$ cat src/rtl/wrsm_pkg.sv
package wrsm_pkg;
   typedef enum logic [3:0] {
      ST_KICK,
      ST_GAP,
      ST_IDLE,
      ST_ADDR,
      ST_TURN,
      ST_WFETCH,
      ST_WDATA,
      ST_RDATA,
      ST_RPUSH
   } xact_state_t;

   localparam int          WORD_W    = 16;
   localparam int          DLY_W     = 16;
   localparam logic [14:0] PORT_A    = 15'h000C;
   localparam logic [14:0] PORT_B    = 15'h0018;
   localparam logic [14:0] PORT_C    = 15'h0024;
   localparam logic [14:0] DLY_ADDR  = 15'h006C;
   localparam int          BASE_NS   = 100;
   localparam int          STEP_NS   = 10;
   localparam int          NS_PER_US = 1000;
endpackage

$ cat src/rtl/spi_word_engine.sv
module spi_word_engine #(
   parameter int DIV = 4,
   parameter int W   = 16
) (
   input  logic         clk,
   input  logic         rst_n,
   input  logic         start,
   input  logic [W-1:0] tx_word,
   input  logic         miso,
   output logic         sclk,
   output logic         mosi,
   output logic         done,
   output logic [W-1:0] rx_word
);
   localparam int BCW = $clog2(W);
   localparam int DCW = (DIV > 1) ? $clog2(DIV) : 1;

   logic [W-1:0]   tx_q;
   logic [BCW-1:0] bit_q;
   logic           busy_q;
   logic           tick;

   if (DIV < 1) begin : g_bad_div
      $error("spi_word_engine: DIV must be at least 1");
   end

   if (DIV == 1) begin : g_no_div
      assign tick = 1'b1;
   end else begin : g_div
      logic [DCW-1:0] div_q;
      always_ff @(posedge clk or negedge rst_n) begin
         if (!rst_n)                    div_q <= '0;
         else if (start || !busy_q)     div_q <= '0;
         else if (div_q == DCW'(DIV-1)) div_q <= '0;
         else                           div_q <= div_q + 1'b1;
      end
      assign tick = (div_q == DCW'(DIV-1));
   end

   always_ff @(posedge clk or negedge rst_n) begin
      if (!rst_n) begin
         tx_q    <= '0;
         rx_word <= '0;
         bit_q   <= '0;
         busy_q  <= 1'b0;
         sclk    <= 1'b0;
         done    <= 1'b0;
      end else begin
         done <= 1'b0;
         if (start) begin
            tx_q   <= tx_word;
            bit_q  <= '0;
            busy_q <= 1'b1;
            sclk   <= 1'b0;
         end else if (busy_q && tick) begin
            if (!sclk) begin
               sclk    <= 1'b1;
               rx_word <= {rx_word[W-2:0], miso};
            end else begin
               sclk <= 1'b0;
               if (bit_q == BCW'(W-1)) begin
                  busy_q <= 1'b0;
                  done   <= 1'b1;
               end else begin
                  bit_q <= bit_q + 1'b1;
                  tx_q  <= {tx_q[W-2:0], 1'b0};
               end
            end
         end
      end
   end

   assign mosi = busy_q & tx_q[W-1];

   AST_START_WHEN_IDLE: assert property (@(posedge clk) disable iff (!rst_n)
      start |-> !busy_q);
endmodule

$ cat src/rtl/us_timer.sv
module us_timer #(
   parameter int US = 100,
   parameter int CW = 10
) (
   input  logic          clk,
   input  logic          rst_n,
   input  logic          start,
   input  logic [CW-1:0] count,
   output logic          fire
);
   localparam int PW = (US > 1) ? $clog2(US) : 1;

   logic [CW-1:0] left_q;
   logic          run_q;
   logic          ptick;

   if (US < 1) begin : g_bad_us
      $error("us_timer: US must be at least 1");
   end

   if (US == 1) begin : g_no_pre
      assign ptick = 1'b1;
   end else begin : g_pre
      logic [PW-1:0] pre_q;
      always_ff @(posedge clk or negedge rst_n) begin
         if (!rst_n)                  pre_q <= '0;
         else if (start || !run_q)    pre_q <= '0;
         else if (pre_q == PW'(US-1)) pre_q <= '0;
         else                         pre_q <= pre_q + 1'b1;
      end
      assign ptick = (pre_q == PW'(US-1));
   end

   always_ff @(posedge clk or negedge rst_n) begin
      if (!rst_n) begin
         left_q <= '0;
         run_q  <= 1'b0;
         fire   <= 1'b0;
      end else begin
         fire <= 1'b0;
         if (start) begin
            left_q <= count;
            run_q  <= 1'b1;
         end else if (run_q && ptick) begin
            if (left_q <= CW'(1)) begin
               run_q <= 1'b0;
               fire  <= 1'b1;
            end else begin
               left_q <= left_q - 1'b1;
            end
         end
      end
   end

   AST_NO_RESTART_RUNNING: assert property (@(posedge clk) disable iff (!rst_n)
      start |-> !run_q);
endmodule

$ cat src/rtl/turnaround_sel.sv
module turnaround_sel
   import wrsm_pkg::*;
#(
   parameter int DLY_RST = 1000,
   parameter int TU_W    = 10
) (
   input  logic             clk,
   input  logic             rst_n,
   input  logic [14:0]      addr,
   input  logic             ld_port,
   input  logic             ld_reg,
   input  logic [DLY_W-1:0] ld_val,
   output logic [TU_W-1:0]  turn_us
);
   logic [DLY_W-1:0] port_dly_q;
   logic [DLY_W-1:0] reg_dly_q;
   logic             is_port;
   logic [31:0]      sel32;

   always_ff @(posedge clk or negedge rst_n) begin
      if (!rst_n) begin
         port_dly_q <= DLY_W'(DLY_RST);
         reg_dly_q  <= DLY_W'(DLY_RST);
      end else begin
         if (ld_port) port_dly_q <= ld_val;
         if (ld_reg)  reg_dly_q  <= ld_val;
      end
   end

   assign is_port = (addr == PORT_A) || (addr == PORT_B) || (addr == PORT_C);
   assign sel32   = 32'(is_port ? port_dly_q : reg_dly_q);
   assign turn_us = TU_W'((32'(BASE_NS + NS_PER_US - 1) + 32'(STEP_NS) * sel32)
                          / 32'(NS_PER_US));

   AST_ONE_LOAD_AT_A_TIME: assert property (@(posedge clk) disable iff (!rst_n)
      !(ld_port && ld_reg));
endmodule

$ cat src/rtl/wlan_reg_spi_master.sv
module wlan_reg_spi_master
   import wrsm_pkg::*;
#(
   parameter int CLK_DIV   = 4,
   parameter int US_CYCLES = 100,
   parameter int CS_GAP_US = 1,
   parameter int LEN_W     = 12,
   parameter int DLY_RST   = 1000
) (
   input  logic             clk,
   input  logic             rst_n,
   input  logic             cmd_valid,
   output logic             cmd_ready,
   input  logic             cmd_init,
   input  logic             cmd_write,
   input  logic [15:0]      cmd_addr,
   input  logic [LEN_W-1:0] cmd_len,
   output logic             err_odd,
   output logic             done,
   input  logic             wr_valid,
   output logic             wr_ready,
   input  logic [7:0]       wr_data,
   output logic             rd_valid,
   input  logic             rd_ready,
   output logic [7:0]       rd_data,
   output logic             spi_sclk,
   output logic             spi_mosi,
   input  logic             spi_miso,
   output logic             spi_cs_n
);
   localparam int MAX_TU  = (BASE_NS + NS_PER_US - 1 + STEP_NS * ((1 << DLY_W) - 1)) / NS_PER_US;
   localparam int TU_W    = $clog2(MAX_TU + 1);
   localparam int GAP_W   = $clog2(CS_GAP_US + 1);
   localparam int TMR_W   = (TU_W > GAP_W) ? TU_W : GAP_W;
   localparam int WLW     = LEN_W - 1;
   localparam int GAP_CYC = US_CYCLES * CS_GAP_US;

   if (CS_GAP_US < 1) begin : g_bad_gap
      $error("wlan_reg_spi_master: CS_GAP_US must be at least 1");
   end
   if (LEN_W < 3) begin : g_bad_len
      $error("wlan_reg_spi_master: LEN_W must be at least 3");
   end
   if (DLY_RST < 0 || DLY_RST >= (1 << DLY_W)) begin : g_bad_rst
      $error("wlan_reg_spi_master: DLY_RST does not fit the delay field");
   end

   xact_state_t        state_q;
   logic [14:0]        addr_q;
   logic               wr_q;
   logic               init_q;
   logic [WLW-1:0]     words_q;
   logic               bsel_q;
   logic [7:0]         lo_q;
   logic [WORD_W-1:0]  rword_q;

   logic               accept, odd, go, last, fin;
   logic               eng_start, eng_done;
   logic [WORD_W-1:0]  eng_tx, eng_rx;
   logic               tmr_start, tmr_fire;
   logic [TMR_W-1:0]   tmr_cnt;
   logic [TU_W-1:0]    turn_us;
   logic               ld_port, ld_reg;
   logic               unused_addr_msb;

   assign unused_addr_msb = cmd_addr[15];
   assign cmd_ready = (state_q == ST_IDLE);
   assign accept    = cmd_valid & cmd_ready;
   assign odd       = ~cmd_init & cmd_len[0];
   assign go        = accept & ~odd;
   assign last      = (words_q == WLW'(1));
   assign wr_ready  = (state_q == ST_WFETCH);
   assign rd_valid  = (state_q == ST_RPUSH);
   assign rd_data   = bsel_q ? rword_q[15:8] : rword_q[7:0];
   assign ld_port   = (state_q == ST_RDATA) && eng_done && init_q && (words_q == WLW'(2));
   assign ld_reg    = (state_q == ST_RDATA) && eng_done && init_q && last;

   always_comb begin
      eng_start = 1'b0;
      eng_tx    = '0;
      tmr_start = 1'b0;
      tmr_cnt   = TMR_W'(CS_GAP_US);
      fin       = 1'b0;
      unique case (state_q)
         ST_KICK: tmr_start = 1'b1;
         ST_IDLE: if (go) begin
            eng_start = 1'b1;
            eng_tx    = cmd_init ? {1'b0, DLY_ADDR} : {cmd_write, cmd_addr[14:0]};
         end
         ST_ADDR: if (eng_done) begin
            if (words_q == '0) begin
               fin = 1'b1;
            end else if (!wr_q) begin
               tmr_start = 1'b1;
               tmr_cnt   = TMR_W'(turn_us);
            end
         end
         ST_TURN:   eng_start = tmr_fire;
         ST_WFETCH: if (wr_valid && bsel_q) begin
            eng_start = 1'b1;
            eng_tx    = {wr_data, lo_q};
         end
         ST_WDATA:  fin = eng_done & last;
         ST_RDATA:  if (eng_done && init_q) begin
            fin       = last;
            eng_start = ~last;
         end
         ST_RPUSH:  if (rd_ready && bsel_q) begin
            fin       = last;
            eng_start = ~last;
         end
         default: ;
      endcase
      if (fin) begin
         tmr_start = 1'b1;
         tmr_cnt   = TMR_W'(CS_GAP_US);
      end
   end

   always_ff @(posedge clk or negedge rst_n) begin
      if (!rst_n) begin
         state_q  <= ST_KICK;
         addr_q   <= '0;
         wr_q     <= 1'b0;
         init_q   <= 1'b0;
         words_q  <= '0;
         bsel_q   <= 1'b0;
         lo_q     <= '0;
         rword_q  <= '0;
         spi_cs_n <= 1'b1;
         done     <= 1'b0;
         err_odd  <= 1'b0;
      end else begin
         done    <= fin;
         err_odd <= accept & odd;
         if (fin)     spi_cs_n <= 1'b1;
         else if (go) spi_cs_n <= 1'b0;
         unique case (state_q)
            ST_KICK: state_q <= ST_GAP;
            ST_GAP:  if (tmr_fire) state_q <= ST_IDLE;
            ST_IDLE: if (go) begin
               addr_q  <= cmd_init ? DLY_ADDR : cmd_addr[14:0];
               wr_q    <= cmd_init ? 1'b0 : cmd_write;
               init_q  <= cmd_init;
               words_q <= cmd_init ? WLW'(2) : cmd_len[LEN_W-1:1];
               state_q <= ST_ADDR;
            end
            ST_ADDR: if (eng_done) begin
               bsel_q <= 1'b0;
               if (words_q == '0) state_q <= ST_GAP;
               else if (wr_q)     state_q <= ST_WFETCH;
               else               state_q <= ST_TURN;
            end
            ST_TURN: if (tmr_fire) state_q <= ST_RDATA;
            ST_WFETCH: if (wr_valid) begin
               if (!bsel_q) begin
                  lo_q   <= wr_data;
                  bsel_q <= 1'b1;
               end else begin
                  bsel_q  <= 1'b0;
                  state_q <= ST_WDATA;
               end
            end
            ST_WDATA: if (eng_done) begin
               words_q <= words_q - 1'b1;
               state_q <= last ? ST_GAP : ST_WFETCH;
            end
            ST_RDATA: if (eng_done) begin
               rword_q <= eng_rx;
               if (init_q) begin
                  words_q <= words_q - 1'b1;
                  if (last) state_q <= ST_GAP;
               end else begin
                  bsel_q  <= 1'b0;
                  state_q <= ST_RPUSH;
               end
            end
            ST_RPUSH: if (rd_ready) begin
               if (!bsel_q) begin
                  bsel_q <= 1'b1;
               end else begin
                  bsel_q  <= 1'b0;
                  words_q <= words_q - 1'b1;
                  state_q <= last ? ST_GAP : ST_RDATA;
               end
            end
            default: state_q <= ST_GAP;
         endcase
      end
   end

   spi_word_engine #(.DIV(CLK_DIV), .W(WORD_W)) u_engine (
      .clk     (clk),
      .rst_n   (rst_n),
      .start   (eng_start),
      .tx_word (eng_tx),
      .miso    (spi_miso),
      .sclk    (spi_sclk),
      .mosi    (spi_mosi),
      .done    (eng_done),
      .rx_word (eng_rx)
   );

   us_timer #(.US(US_CYCLES), .CW(TMR_W)) u_timer (
      .clk   (clk),
      .rst_n (rst_n),
      .start (tmr_start),
      .count (tmr_cnt),
      .fire  (tmr_fire)
   );

   turnaround_sel #(.DLY_RST(DLY_RST), .TU_W(TU_W)) u_turn (
      .clk     (clk),
      .rst_n   (rst_n),
      .addr    (addr_q),
      .ld_port (ld_port),
      .ld_reg  (ld_reg),
      .ld_val  (eng_rx),
      .turn_us (turn_us)
   );

   logic [31:0] hi_cnt_q;
   logic [31:0] turn_cnt_q;
   always_ff @(posedge clk or negedge rst_n) begin
      if (!rst_n) begin
         hi_cnt_q   <= '0;
         turn_cnt_q <= '0;
      end else begin
         hi_cnt_q   <= spi_cs_n ? ((hi_cnt_q == '1) ? hi_cnt_q : hi_cnt_q + 1'b1) : '0;
         turn_cnt_q <= (state_q == ST_TURN) ? turn_cnt_q + 1'b1 : '0;
      end
   end

   AST_IDLE_SCLK_LOW: assert property (@(posedge clk) disable iff (!rst_n)
      spi_cs_n |-> !spi_sclk);
   AST_ODD_NO_BUS: assert property (@(posedge clk) disable iff (!rst_n)
      (accept && odd) |=> spi_cs_n);
   AST_CS_GAP: assert property (@(posedge clk) disable iff (!rst_n)
      $fell(spi_cs_n) |-> (hi_cnt_q >= 32'(GAP_CYC)));
   AST_DONE_ON_RELEASE: assert property (@(posedge clk) disable iff (!rst_n)
      done |-> (spi_cs_n && ($past(spi_cs_n) == 1'b0)));
   AST_RD_MOSI_ZERO: assert property (@(posedge clk) disable iff (!rst_n)
      (state_q == ST_RDATA) |-> !spi_mosi);
   AST_RD_HOLD: assert property (@(posedge clk) disable iff (!rst_n)
      (rd_valid && !rd_ready) |=> (rd_valid && $stable(rd_data)));
   AST_TURN_MIN: assert property (@(posedge clk) disable iff (!rst_n)
      ((state_q == ST_TURN) && tmr_fire) |-> (turn_cnt_q >= 32'(US_CYCLES) * 32'(turn_us)));
endmodule

$ cat config.mk
export PLATFORM = sky130hd
export DESIGN_NAME = wlan_reg_spi_master
export DESIGN_NICKNAME = d
export VERILOG_FILES = /design/src/rtl/wrsm_pkg.sv /design/src/rtl/spi_word_engine.sv /design/src/rtl/us_timer.sv /design/src/rtl/turnaround_sel.sv /design/src/rtl/wlan_reg_spi_master.sv
export SDC_FILE = /design/constraint.sdc
export NUM_CORES = 1
export LEC_CHECK = 0
export ABC_AREA = 0
export ABC_CLOCK_PERIOD_IN_PS = 34800
export BUFFER_PORTS_ARGS = -buffer_cell sky130_fd_sc_hd__buf_2
export CORE_MARGIN = 3
export CORE_UTILIZATION = 45
export CTS_CLUSTER_DIAMETER = 150
export DETAILED_ROUTE_END_ITERATION = 8
export HOLD_SLACK_MARGIN = 0.03
export PLACE_DENSITY_LB_ADDON = 0.3
export SLEW_MARGIN = 20
export SYNTH_ARGS = -nofsm -noshare
export SYNTH_HDL_FRONTEND = slang
export SYNTH_SLANG_ARGS = --single-unit
export TNS_END_PERCENT = 10
$ cat constraint.sdc
create_clock -name clk -period 34.8 [get_ports clk]
set_clock_uncertainty 0.15 [all_clocks]
set_input_delay 8.7 -clock clk [delete_from_list [all_inputs] [get_ports clk]]
set_output_delay 8.7 -clock clk [all_outputs]
set_load 0.01 [all_outputs]
== After elaboration in Yosys (flattened, before gate mapping) ==
Cells that the tools add are included.

* Word-level logic and storage cells: 206
* Register bits after elaboration: 152
* Output and inout bits: 16
* Bits of input ports: 44

* Eq/ne operators: 31
* Multiplexer cells: 94
* Magnitude comparators: 1
* Bitwise operators: 12
* Div/mod/pow operators: 1
* Add/sub/neg operators: 6
* Multipliers: 1
* Reduce and logical (&&, ||, !) cells: 36

{| class="wikitable"
|+ Operator list
! kind !! count
|-
| two-way mux 16 bit || 8
|-
| two-way mux 10 bit || 8
|-
| two-way mux 11 bit || 7
|-
| two-way mux 4 bit || 16
|-
| case mux 11 bit (4 select lines) || 1
|-
| two-way mux 1 bit || 39
|-
| adder 11 x 32 -> 32 bit, first input constant || 1
|-
| divider 32 x 10 -> 32 bit, second input constant || 1
|-
| multiplier 3 x 32 -> 31 bit, first input constant || 1
|-
| case mux 16 bit (2 select lines) || 1
|-
| case mux 4 bit (8 select lines) || 1
|-
| inequality test 2 x 1 -> 1 bit, second input constant || 11
|-
| == test 4 x 3 -> 1 bit, second input constant || 4
|-
| == test 15 x 4 -> 1 bit, second input constant || 1
|-
| == test 15 x 5 -> 1 bit, second input constant || 1
|-
| == test 15 x 6 -> 1 bit, second input constant || 1
|-
| two-way mux 15 bit || 1
|-
| two-way mux 7 bit || 2
|-
| AND reduction 3 bit || 4
|-
| nonzero test 2 bit || 6
|-
| == test 11 x 1 -> 1 bit, second input constant || 1
|-
| == test 11 x 2 -> 1 bit, second input constant || 1
|-
| zero test 11 bit || 1
|-
| AND reduction 11 bit || 1
|-
| other kinds (29) || 63
|}

== Logic depth before layout (Yosys ltp) ==
* Depth in word-level cells: 13
* Gate-level depth with buffers: 49
* Gate-level depth less buffers: 40

== Cells and area by module ==
Synthesis repeated with hierarchy kept, for this count alone.

* Cell total of the unflattened synthesis: 1542
* Area, all modules: 13598.0 µm²

{| class="wikitable"
|+ Modules (own cells, without submodules)
! module !! seq. area each (µm²) !! times used !! area each (µm²) !! cells an instance
|-
| turnaround_sel || 815.8 || 1 || 7253.2 || 922
|-
| wlan_reg_spi_master || 1502.7 || 1 || 3373.2 || 350
|-
| spi_word_engine || 1026.0 || 1 || 1855.5 || 150
|-
| us_timer || 475.5 || 1 || 1116.1 || 120
|}

== Least setup slack after synthesis ==
No wires, ideal clock.

* Path type: register to register
* From: register addr_q[10]
* To: register u_timer.left_q[0]
* Clock period less this slack: 11636 ps
* Required time: 34518 ps
* Buffers on the path: 4
* Cell stages (with the launch flop): 44
* Data arrival time: 11354 ps
* Library setup time: 132 ps
* Path slack: 23164 ps
* Path through: dfrtp_1 > nor4_1 > nand2_1 > nor3_2 > clkbuf_1 > mux2_2 > ha_1 > ha_1 > fa_1 > xor2_1 > a31oi_1 > o41a_4 > or3b_4 > xnor2_2 > a21oi_2 > nor3_4 > buf_4 > a2111o_1 > [... 8 more ...] > nor4_1 > a2111oi_4 > o31ai_4 > a31oi_1 > o22a_1 > a211o_1 > a21o_1 > a221oi_4 > a31oi_4 > buf_2 > xnor2_1 > nand4_1 > o21ai_1 > a31oi_2 > o2111a_1 > nor2_1 > mux2i_1 > o221ai_2

* Cells in the longest elaborated chain, start to end: 13
* Elaborated cells on any way between the ends: 15
* Classes of those cells: add/sub: 1; mul: 1; div: 1; eq/ne: 3; mux: 7; reduce/logical: 2

{| class="wikitable"
|+ Ends and longest elaborated chain
! element !! RTL line !! source
|-
| start, declared || wlan_reg_spi_master.sv:49 || <nowiki>logic [14:0] addr_q;</nowiki>
|-
| start signal, assigned || wlan_reg_spi_master.sv:142 || <nowiki>addr_q <= cmd_init ? DLY_ADDR : cmd_addr[14:0];</nowiki>
|-
| == test 15 x 4 -> 1 bit or == test 15 x 5 -> 1 bit (tied branches) || turnaround_sel.sv:30 || <nowiki>assign is_port = (addr == PORT_A) || (addr == PORT_B) || (addr == PORT_C);</nowiki>
|-
| logical OR 1 bit || turnaround_sel.sv:30 ||
|-
| logical OR 1 bit (*) || turnaround_sel.sv:30 ||
|-
| two-way mux 16 bit (*) || turnaround_sel.sv:31 || <nowiki>assign sel32 = 32'(is_port ? port_dly_q : reg_dly_q);</nowiki>
|-
| multiplier 3 x 32 -> 31 bit (*) || turnaround_sel.sv:32 || <nowiki>assign turn_us = TU_W'((32'(BASE_NS + NS_PER_US - 1) + 32'(STEP_NS) * sel32)</nowiki>
|-
| adder 11 x 32 -> 32 bit (*) || turnaround_sel.sv:32 ||
|-
| divider 32 x 10 -> 32 bit (*) || turnaround_sel.sv:33 || <nowiki>/ 32'(NS_PER_US));</nowiki>
|-
| two-way mux 10 bit (*) || wlan_reg_spi_master.sv:93 || <nowiki>end else if (!wr_q) begin</nowiki>
|-
| two-way mux 10 bit (*) || wlan_reg_spi_master.sv:91 || <nowiki>if (words_q == '0) begin</nowiki>
|-
| two-way mux 10 bit (*) || wlan_reg_spi_master.sv:90 || <nowiki>ST_ADDR: if (eng_done) begin</nowiki>
|-
| two-way mux 10 bit (*) || wlan_reg_spi_master.sv:84 || <nowiki>unique case (state_q)</nowiki>
|-
| two-way mux 10 bit (*) || wlan_reg_spi_master.sv:114 || <nowiki>if (fin) begin</nowiki>
|-
| two-way mux 10 bit (*) || us_timer.sv:41 || <nowiki>if (start) begin</nowiki>
|-
| end signal, assigned || us_timer.sv:42 || <nowiki>left_q <= count;</nowiki>
|-
| end signal, assigned || us_timer.sv:49 || <nowiki>left_q <= left_q - 1'b1;</nowiki>
|-
| end, declared || us_timer.sv:13 || <nowiki>logic [CW-1:0] left_q;</nowiki>
|}

Mark *: on every way between the ends. The rest lies on a longest branch, timed or not.
A chain may end at the register's enable or synchronous reset.

== Worst setup path after layout ==
Same ends and word-level chain as after synthesis.

==> insert_results.sql <==
INSERT INTO impl_metrics (metric_group, metric, value, unit) VALUES
('cts', 'clkLatencyLatePin', '420', 'ps'),
('routing', 'via_count', '11800', ''),
('synth', 'synthArstFlopShare', '100', '%'),
('pwr', 'power-per-cell-area', '24.9', 'nW/um^2'),
('synth', 'synthMostInstantiatedCell', 'sky130_fd_sc_hd__dfrtp_1', ''),
('cts', 'cts_root_buf', 'sky130_fd_sc_hd__clkbuf_16', ''),
('synth', 'synth_area_per_cell', '8.97', 'sq um'),
('routing', 'drcViolationCount', '0', ''),
('routing', 'initialDrtViolationCount', '753', ''),
('timing', 'post-route-period-util', '40.6', '%'),
('cts', 'post_cts.resized_instances', '0', ''),
('pwr', 'static-leakage-power', '6.13', 'nW'),
('critical_path', 'required', '34940', 'ps'),
('timing', 'rsz0062_at_grt', 'no', ''),
('status', 'result_of_the_run', 'finished clean', ''),
('timing', 'final.min_clock_period', '14140', 'ps'),
('cts', 'cts.sink_count', '152', ''),
('synth', 'top_area_cell_type_share_of_the_netlist_area', '26.1', '%'),
('routing', 'dr.pass1.iters', '5', ''),
('final_layout', 'post-route-cell-area', '14500', 'sq um'),
('global_routing', 'globalRouteTotalUtil', '21.0', '%'),
('die', 'design.die.area', '31800', 'sq um'),
('routing', 'wl_per_cell', '17.4', 'um'),
('placed_design', 'dp.cells', '1874', ''),
('synth', 'synth_cell_types', '128', ''),
('critical_path', 'critical-path-max-stage-delay', '650', 'ps'),
('pwr', 'total_power', '0.000361', 'W'),
('cts', 'cts_tree', 'done', ''),
('synth', 'synth_edf_count', '0', ''),
('critical_path', 'critical_path.slowest_cell', 'sky130_fd_sc_hd__nor4_4', ''),
('global_routing', 'grt_remaining_overflow', '0', ''),
('cts', 'cts.reportedPaths.clkPinSlew', '70', 'ps'),
('hold_path', 'min_path_type', 'register to register', ''),
('global_routing', 'grt_first_pass_wirelength', '56400', 'um'),
('placed_design', 'post-dp-hpwl', '24700', 'um'),
('routing', 'detail-route-antenna-nets', '0', ''),
('global_routing', 'grt_antenna_before_repair', '1', ''),
('routing', 'vias_per_cell', '6.21', ''),
('synth', 'post_synthesis_cells', '1488', ''),
('critical_path', 'crit_path_start_kind', 'register', ''),
('global_routing', 'pin_count_of_the_biggest_net_entering_global_routing', '89', ''),
('critical_path', 'cp-end-kind', 'register', ''),
('die', 'fp.dieH', '178', 'um'),
('timing', 'timing.fmax', '70.7', 'MHz'),
('critical_path', 'worst-endpoint-arrival', '14280', 'ps'),
('routing', 'detail_route.wirelength', '33200', 'um'),
('synth', 'synth.cells.most_frequent', 'sky130_fd_sc_hd__dfrtp_1 (139), sky130_fd_sc_hd__nor2_1 (130), sky130_fd_sc_hd__nand2_1 (114)', ''),
('die', 'core', '28900', 'sq um'),
('synth', 'synth.net_count', '1571', ''),
('timing', 'worstMarginPinSlew', '1100', 'ps'),
('die', 'floorplan.initialDensity', '46.1', '%'),
('global_routing', 'vias_in_the_first_global_route', '11300', ''),
('cts', 'postCtsSetupBuffers', '0', ''),
('pwr', 'power.ir.vdd_worst', '0.0285', 'mV'),
('synth', 'synth_top_cell_by_area', 'sky130_fd_sc_hd__dfrtp_1', ''),
('critical_path', 'critical_path_peak_fanout', '18', ''),
('synth', 'synth-main-ff-cell', 'sky130_fd_sc_hd__dfrtp_1', ''),
('final_layout', 'nNetsFinal', '1592', ''),
('final_layout', 'diodes', '0', ''),
('die', 'floorplan.die.width', '178', 'um'),
('synth', 'synth.cell_area', '13300', 'sq um'),
('timing', 'post-route-worst-setup-slack', '20660', 'ps'),
('cts', 'clock_tree.htree_level_count', '4', ''),
('placed_design', 'gp_congestion', '0.897', ''),
('timing', 'fin_setup_tns', '0', 'ps'),
('critical_path', 'worst_setup_path_category', 'register to register', ''),
('cts', 'cts_buffers', '17', ''),
('synth', 'synth.area.top_cells', 'sky130_fd_sc_hd__dfrtp_1 (26%), sky130_fd_sc_hd__mux2_2 (8.8%), sky130_fd_sc_hd__nor2_1 (3.7%)', ''),
('synth', 'number_of_storage_elements_in_the_synthesis_netlist', '152', ''),
('die', 'fp-row-count', '62', ''),
('final_layout', 'final_layout_size_suffix_gt1_share', '20.9', '%');
## through the flow
step                      utilization [%]  hold WS (ps)
after global routing                 50.1           324
after CTS                            50.1           294
after global placement               48.1           275
after detailed placement             48.1           277
final                                50.1           289
after floorplan                         -           262
## cells by family after synthesis
family / synth area share, %
simple gates: 20.0
compound gates: 27.0
fa+ha+maj: 3.79
xor+xnor: 6.06
flops: 28.6
buf+inv: 2.70
mux: 11.8
## report_power, final
| part | switching [W] | internal [W] | total, W |
|---|---|---|---|
| combinational | 0.00000543 | 0.00000258 | 0.00000801 |
| sequential | 0.000000524 | 0.000177 | 0.000178 |
| clock | 0.0000792 | 0.0000965 | 0.000176 |
## sequential cells by signal, summed over array words and instances, names as in the netlist, 2 cells and up
name                  count
state_q                   4
addr_q                   15
u_timer.g_pre.pre_q       7
u_turn.reg_dly_q         16
lo_q                      8
u_turn.port_dly_q        16
u_engine.g_div.div_q      2
u_engine.rx_word         16
u_engine.tx_q            16
u_timer.left_q           10
words_q                  11
rword_q                  16
u_engine.bit_q            4
## critical path: cells and delay by family (launching register included)
family | cells | cell delay (ps)
xor gates and xnor gates | 2 | 890
adders and majority gates | 3 | 970
DFF | 1 | 380
and+or+nand+nor | 8 | 2960
muxes | 4 | 1490
buffers and inverters | 1 | 280
AOI/OAI and AO/OA | 22 | 6830
## cell type report
type / instances / area, sq um
sequential: 152 / 3820
clock buffer: 18 / 439
inverter: 16 / 60.1
tap: 384 / 480
multi-input combinational: 1253 / 9180
fill: 2705 / 14400
timing repair buffer: 69 / 379
clock inverter: 14 / 133
## layer usage
| layer | up-vias | part of all wire (%) | global-route usage (%) |
|---|---|---|---|
| li1 | 5742 | - | - |
| met1 | 5778 | 47 | 29.7 |
| met2 | 283 | 48 | 34.4 |
| met3 | 36 | 3.9 | 2.47 |
| met4 | 2 | 1.2 | 5.00 |
| met5 | - | 0.039 | 0 |
## final timing paths
check                                                       start                                end  slack, ps  depth (start not counted)
worst max-delay path                       addr_q[10]$_DFFE_PN0P_      u_timer.left_q[0]$_DFFE_PN0P_      20660                         40
worst min register to register  u_engine.g_div.div_q[0]$_DFF_PN0_  u_engine.g_div.div_q[0]$_DFF_PN0_        290                          1
worst min-delay path            u_engine.g_div.div_q[0]$_DFF_PN0_  u_engine.g_div.div_q[0]$_DFF_PN0_        290                          1
min in group asynchronous                                   rst_n      u_engine.bit_q[1]$_DFFE_PN0P_       8190                          1
max in group asynchronous                                   rst_n    u_engine.rx_word[0]$_DFFE_PN0P_      25000                          2
worst max register to register             addr_q[10]$_DFFE_PN0P_      u_timer.left_q[0]$_DFFE_PN0P_      20660                         40
## layout by cell type, fill, tap and decap left out, drive strengths merged, types with 12 or more instances in the layout
cell	instances
nor4	17
buf	69
nor3b	12
o21a	12
or3	12
ha	38
nand4	19
nor2	132
a211oi	27
dfrtp	139
or2	15
a22oi	22
nand2b	16
xnor2	53
nand2	115
o21ai	106
mux2i	37
nor3	58
mux2	105
a21oi	77
nor2b	12
and3	19
nand3	53
dfstp	13
and2	12
a21o	17
xor2	29
o211ai	23
inv	24
a31oi	31
clkbuf	18
a22o	20
(Power assumes the default switching activity.)
